`src/rtl/bcdcal_pkg.sv`:
```
package bcdcal_pkg;

    typedef enum logic [2:0] {
        SEL_SEC   = 3'd0,
        SEL_MIN   = 3'd1,
        SEL_HOUR  = 3'd2,
        SEL_DATE  = 3'd3,
        SEL_MONTH = 3'd4,
        SEL_YEAR  = 3'd5,
        SEL_DOW   = 3'd6,
        SEL_CENT  = 3'd7
    } field_sel_e;

    localparam int CHAIN_LEN = 6;

    function automatic logic [7:0] bcd_inc(input logic [7:0] v);
        logic [7:0] r;
        if (v[3:0] >= 4'd9) begin
            r = {v[7:4] + 4'd1, 4'd0};
        end else begin
            r = {v[7:4], v[3:0] + 4'd1};
        end
        return r;
    endfunction

    function automatic logic [7:0] field_mask(input int idx);
        logic [7:0] m;
        case (idx)
            0, 1:    m = 8'h7F;
            2, 3:    m = 8'h3F;
            4:       m = 8'h1F;
            default: m = 8'hFF;
        endcase
        return m;
    endfunction

    function automatic logic [7:0] field_first(input int idx);
        logic [7:0] m;
        case (idx)
            3, 4:    m = 8'h01;
            default: m = 8'h00;
        endcase
        return m;
    endfunction

    function automatic logic [7:0] field_last(input int idx);
        logic [7:0] m;
        case (idx)
            0, 1:    m = 8'h59;
            2:       m = 8'h23;
            4:       m = 8'h12;
            5:       m = 8'h99;
            default: m = 8'h31;
        endcase
        return m;
    endfunction

endpackage

```
`src/rtl/bcdcal_field.sv`:
```
module bcdcal_field
    import bcdcal_pkg::*;
#(
    parameter logic [7:0] RST_VAL = 8'h00,
    parameter logic [7:0] MIN_VAL = 8'h00,
    parameter logic [7:0] MASK    = 8'hFF
) (
    input  logic       clk,
    input  logic       rst_n,
    input  logic       ld,
    input  logic [7:0] ld_val,
    input  logic       step,
    input  logic [7:0] last,
    output logic [7:0] val,
    output logic       carry
);

    logic at_end;
    logic [7:0] nxt;

    always_comb begin
        at_end = (val >= last);
        carry  = step & ~ld & at_end;
        if (ld) begin
            nxt = ld_val & MASK;
        end else if (step) begin
            nxt = at_end ? MIN_VAL : (bcd_inc(val) & MASK);
        end else begin
            nxt = val;
        end
    end

    always_ff @(posedge clk or negedge rst_n) begin
        if (!rst_n) begin
            val <= RST_VAL;
        end else begin
            val <= nxt;
        end
    end

endmodule

```
`src/rtl/bcdcal_month_len.sv`:
```
module bcdcal_month_len (
    input  logic [7:0] month,
    input  logic [7:0] year,
    output logic [7:0] last_day
);

    logic leap;

    always_comb begin
        if (year[4]) begin
            leap = (year[3:0] == 4'd2) || (year[3:0] == 4'd6);
        end else begin
            leap = (year[3:0] == 4'd0) || (year[3:0] == 4'd4) || (year[3:0] == 4'd8);
        end
        unique case (month)
            8'h02:                      last_day = leap ? 8'h29 : 8'h28;
            8'h04, 8'h06, 8'h09, 8'h11: last_day = 8'h30;
            default:                    last_day = 8'h31;
        endcase
    end

endmodule

```
`src/rtl/bcdcal_aux.sv`:
```
module bcdcal_aux #(
    parameter int         DAYS_PER_WEEK = 7,
    parameter logic [7:0] CENT_RST      = 8'h20,
    parameter logic [7:0] CENT_OLD      = 8'h19,
    parameter logic [7:0] CENT_NEW      = 8'h20
) (
    input  logic       clk,
    input  logic       rst_n,
    input  logic       day_roll,
    input  logic       year_roll,
    input  logic       ld_dow,
    input  logic       ld_cent,
    input  logic [7:0] wr_data,
    output logic [7:0] dow,
    output logic [7:0] cent
);

    localparam int DOW_W = $clog2(DAYS_PER_WEEK);
    localparam logic [DOW_W-1:0] DOW_LAST = DOW_W'(DAYS_PER_WEEK - 1);

    logic [DOW_W-1:0] dow_q;

    always_ff @(posedge clk or negedge rst_n) begin
        if (!rst_n) begin
            dow_q <= '0;
        end else if (ld_dow) begin
            dow_q <= wr_data[DOW_W-1:0];
        end else if (day_roll) begin
            dow_q <= (dow_q >= DOW_LAST) ? '0 : dow_q + 1'b1;
        end
    end

    always_ff @(posedge clk or negedge rst_n) begin
        if (!rst_n) begin
            cent <= CENT_RST;
        end else if (ld_cent) begin
            cent <= wr_data;
        end else if (year_roll && cent == CENT_OLD) begin
            cent <= CENT_NEW;
        end
    end

    assign dow = {{(8 - DOW_W){1'b0}}, dow_q};

endmodule

```
`src/rtl/bcd_clock_cal.sv`:
```
module bcd_clock_cal
    import bcdcal_pkg::*;
#(
    parameter int         DAYS_PER_WEEK = 7,
    parameter logic [7:0] CENT_RST      = 8'h20,
    parameter logic [7:0] CENT_OLD      = 8'h19,
    parameter logic [7:0] CENT_NEW      = 8'h20
) (
    input  logic       clk,
    input  logic       rst_n,
    input  logic       tick,
    input  logic       wr_en,
    input  logic [2:0] wr_sel,
    input  logic [7:0] wr_data,
    output logic [7:0] rd_sec,
    output logic [7:0] rd_min,
    output logic [7:0] rd_hour,
    output logic [7:0] rd_date,
    output logic [7:0] rd_month,
    output logic [7:0] rd_year,
    output logic [7:0] rd_dow,
    output logic [7:0] rd_cent
);

    logic [7:0]         fval  [CHAIN_LEN];
    logic [7:0]         flast [CHAIN_LEN];
    logic [CHAIN_LEN:0] step_v;
    logic [7:0]         month_last;

    assign step_v[0] = tick;

    bcdcal_month_len u_mlen (
        .month    (fval[4]),
        .year     (fval[5]),
        .last_day (month_last)
    );

    for (genvar i = 0; i < CHAIN_LEN; i++) begin : g_chain
        if (i == 3) begin : g_dyn
            assign flast[i] = month_last;
        end else begin : g_fix
            assign flast[i] = field_last(i);
        end

        bcdcal_field #(
            .RST_VAL (field_first(i)),
            .MIN_VAL (field_first(i)),
            .MASK    (field_mask(i))
        ) u_fld (
            .clk    (clk),
            .rst_n  (rst_n),
            .ld     (wr_en && (wr_sel == 3'(i))),
            .ld_val (wr_data),
            .step   (step_v[i]),
            .last   (flast[i]),
            .val    (fval[i]),
            .carry  (step_v[i+1])
        );
    end

    bcdcal_aux #(
        .DAYS_PER_WEEK (DAYS_PER_WEEK),
        .CENT_RST      (CENT_RST),
        .CENT_OLD      (CENT_OLD),
        .CENT_NEW      (CENT_NEW)
    ) u_aux (
        .clk       (clk),
        .rst_n     (rst_n),
        .day_roll  (step_v[3]),
        .year_roll (step_v[6]),
        .ld_dow    (wr_en && (wr_sel == SEL_DOW)),
        .ld_cent   (wr_en && (wr_sel == SEL_CENT)),
        .wr_data   (wr_data),
        .dow       (rd_dow),
        .cent      (rd_cent)
    );

    assign rd_sec   = fval[0];
    assign rd_min   = fval[1];
    assign rd_hour  = fval[2];
    assign rd_date  = fval[3];
    assign rd_month = fval[4];
    assign rd_year  = fval[5];

endmodule

```
`config.mk`:
```
export PLATFORM = sky130hd
export DESIGN_NAME = bcd_clock_cal
export DESIGN_NICKNAME = d
export VERILOG_FILES = /design/src/rtl/bcdcal_pkg.sv /design/src/rtl/bcdcal_field.sv /design/src/rtl/bcdcal_month_len.sv /design/src/rtl/bcdcal_aux.sv /design/src/rtl/bcd_clock_cal.sv
export SDC_FILE = /design/constraint.sdc
export NUM_CORES = 1
export LEC_CHECK = 0
export ABC_AREA = 0
export ABC_CLOCK_PERIOD_IN_PS = 5200
export BUFFER_PORTS_ARGS = -buffer_cell sky130_fd_sc_hd__buf_2
export CAP_MARGIN = 40
export CORE_MARGIN = 2
export CORE_UTILIZATION = 35
export DETAILED_ROUTE_END_ITERATION = 10
export GPL_TIMING_DRIVEN = 0
export HOLD_SLACK_MARGIN = 0.02
export PLACE_DENSITY = 0.53
export REMOVE_ABC_BUFFERS = 1
export SLEW_MARGIN = 20
export SYNTH_ARGS = -nofsm -noshare
export SYNTH_HDL_FRONTEND = slang
export SYNTH_SLANG_ARGS = --single-unit
export TNS_END_PERCENT = 1
```
`constraint.sdc`:
```
create_clock -name clk -period 5.2 [get_ports clk]
set_input_delay 1.04 -clock clk [delete_from_list [all_inputs] [get_ports clk]]
set_output_delay 1.04 -clock clk [all_outputs]
set_load 0.02 [all_outputs]
```
==> flow_summary.json <==
{
  "run_status": "finished clean",
  "startpoint_type": "register",
  "regToRegStartpoint": "g_chain[5].u_fld.val[0]",
  "setup-tns-final_ps": 0,
  "worst_pin_slew_ps": 786,
  "path_cells": "inv_1 > ha_1 > nand2b_1 > a21boi_0 > o221ai_1 > a21oi_1 > a31oi_1 > ha_1 > or4b_1 > a211o_1 > and4_1 > a32o_1 > a221o_1",
  "rrSetupSlack_ps": 1660,
  "post_drt_wl_per_cell_um": 15.7,
  "cts.sinks": 50,
  "fp.dieH_um": 106,
  "routed_wl_mm": 9.51,
  "dp_hpwl_mm": 7.06,
  "core_um2": 10200,
  "maxSlewViolCount": 0,
  "drt_iter0_markers": 136,
  "avgSynthCellArea_um2": 8.93,
  "post-synth-top-area-cell": "dfrtp_1",
  "fp.dieArea_um2": 11200,
  "rr_worst_depth": 13,
  "crit_end": "g_chain[5].u_fld.val[2]",
  "period_needed_ps": 3540,
  "worstSetupStartpoint": "g_chain[5].u_fld.val[0]",
  "ctsLongestPathBuffers": 2,
  "area_growth_pct": 14.0,
  "switching_share_pct": 45.8,
  "critPathMaxFanout": 6,
  "hold_class": "reg -> reg",
  "drc": 0,
  "clk_latency_ps": 300,
  "grt_pass1_vias": 2965,
  "holdBufCountCts": 0,
  "power_frac_clock_pct": 14.1,
  "skew_ps": 3.59,
  "max_stage_delay_ps": 560,
  "routed-wl-met2_mm": 4.69,
  "setup.worst_path.class": "reg -> reg",
  "initial_core_util_pct": 35.7,
  "overflow": 0,
  "ys_ff_latch": 50,
  "power_frac_comb_pct": 46.0,
  "m1WireLength_mm": 4.37,
  "power.internal_mw": 0.915,
  "p_per_area_nw_per_um2": 408,
  "rsz0062_at_grt": "no",
  "tritoncts": "done",
  "synth_edf_count": 0,
  "worstPathRequired_ps": 5390,
  "dr.pass1.iters": 4,
  "antenna-diode-count": 0,
  "post_cts_buffers": 0,
  "cts_max_level": 2,
  "top_layer_used": "met4",
  "synth.top_cell.area_share_pct": 32.4,
  "leakage_nw": 1.93,
  "grt_max_degree": 51,
  "drt.antenna.violating_nets": 0,
  "hold_viol_final": 0,
  "final_common_cell": "buf_2",
  "numCtsBuffers": 5,
  "design_area_um2": 4140,
  "final_cell_mix": "buf_2, nand2_1, dfrtp_1",
  "ys_seq_area_share_pct": 34.5,
  "ctsResizeCount": 0,
  "chipWidth_um": 106,
  "maxCapViolations": 0,
  "rr_endpoint": "g_chain[5].u_fld.val[2]",
  "ir_worst_vdd_v": 0.000133,
  "via_count": 3170,
  "ys.flop_type": "dfrtp_1",
  "fin_nets": 517,
  "netlist_instances": 407,
  "endpoint_kind": "register",
  "ys.warnings.count": 0,
  "cts-root-buf": "clkbuf_8",
  "drive_above_1_share_pct": 20.5,
  "vias_per_cell": 5.24,
  "setup_viol": 0,
  "p_sw_mw": 0.774,
  "wl_met3_um": 430,
  "ys_async_sr_fraction_pct": 100,
  "synth_area_um2": 3630,
  "power_frac_seq_pct": 39.8,
  "grt_usage_pct": 17.0,
  "dpl_cell_area_um2": 4050,
  "crit_arrival_ps": 3730,
  "io_buffers": 64,
  "period_share_pct": 68.1,
  "grt_first_pass_wirelength_mm": 15.2,
  "crit_top_cell": "ha_1",
  "cpMaxStageDelayCell": "or4b_1",
  "relSlewSlack_pct": 47.2,
  "gp_congestion": 0.802,
  "synth_area_leaders": "dfrtp_1, ha_1, nand2_1",
  "synth_cell_types": 69,
  "fmax_mhz": 282,
  "clkTransAtPathRegs_ps": 90,
  "antenna_found_initial": 0,
  "rows": 37,
  "ios": 79
}
==> worst min path at each step <==
stage	startpoint	endpoint	cells past startpoint
global route	u_aux.cent[1]	u_aux.cent[1]	1
global placement	u_aux.cent[1]	u_aux.cent[1]	1
floorplan	g_chain[3].u_fld.val[0]	g_chain[3].u_fld.val[0]	2
detailed placement	u_aux.cent[1]	u_aux.cent[1]	1
finish	u_aux.cent[1]	u_aux.cent[1]	1
CTS	u_aux.cent[1]	u_aux.cent[1]	1
==> cell type report <==
class / count / area, um^2
fillers: 1069 / 6040
multi-input cells: 315 / 2180
flip-flops and latches: 50 / 1250
repair buffers: 66 / 335
well taps: 136 / 170
inverters: 30 / 113
clock buffers: 7 / 86.3
clock inverters: 1 / 5.00
==> state kept, by name (all words and copies together) (netlist names) <==
register	count
u_aux.cent	8
g_chain.u_fld.val	39
u_aux.dow_q	3
==> cell families after synthesis <==
family,after synthesis,synth area share [%]
XOR/XNOR,2,0.482
buffers and inverters,55,7.30
adder cells (fa/ha/maj),34,11.7
multiplexers,8,2.38
AND/OR/NAND/NOR,154,23.2
other,1,0.103
flip-flops,50,34.5
AO/OA/AOI/OAI,103,20.3
==> critical path: cells and delay by family (launching register included) <==
| family | cells | cell delay, ps |
|---|---|---|
| AOI/OAI and AO/OA | 7 | 1480 |
| adders and majority gates | 2 | 490 |
| buffers and inverters | 1 | 110 |
| DFF | 1 | 460 |
| and+or+nand+nor | 3 | 890 |
==> power groups by stage <==
| stage | Clock, mW | Combinational [mW] | Sequential (mW) |
|---|---|---|---|
| 4_1_cts | 0.251 | 0.786 | 0.673 |
| 6_report | 0.239 | 0.777 | 0.673 |
| 5_1_grt | 0.264 | 0.867 | 0.698 |
| 3_5_place_dp | 0 | 0.782 | 0.679 |
| 2_1_floorplan | 0 | 0.410 | 0.783 |
| 3_3_place_gp | 0 | 0.768 | 0.678 |
==> synthesized netlist by cell type (3+ instances only) <==
cell type  number
o211ai_1        5
o31a_1          3
and3_1          4
nor3_1          7
a22oi_1         3
nand2_1        51
a221o_1         7
o31ai_1         3
dfrtp_1        47
a21boi_0        3
clkbuf_1        6
and2_1          3
nor2_1         22
mux2_2          5
inv_1          30
nand2b_1        7
buf_4          15
nor2b_1         3
dfstp_2         3
o221ai_1        5
o21ai_0        26
a31oi_1         4
mux2i_1         3
nor3b_1        10
o22ai_1         5
nand3_1        19
a211oi_1        4
nand4_1         4
a21oi_1        14
or3_1           3
ha_1           34
==> metal layers <==
layer | GRT usage [%] | vias up
met5 | 0 | -
met4 | 3.67 | 0
met3 | 2.08 | 3
met2 | 29.0 | 61
met1 | 23.2 | 1528
li1 | - | 1578
==> metrics by stage <==
stage / utilization, % / hold slack, ps / worst slack [ps] / power, mW / instances
4_1_cts: 40.7 / 540 / 1650 / 1.71 / 605
2_1_floorplan: - / 572 / 1820 / 1.19 / 395
3_5_place_dp: 39.8 / 515 / 1670 / 1.46 / 597
6_report: 40.7 / 543 / 1660 / 1.69 / 605
5_1_grt: 40.7 / 570 / 1450 / 1.83 / 605
3_3_place_gp: 39.5 / 507 / 1680 / 1.45 / 595
Note: power is estimated with default switching activity, not from simulation.
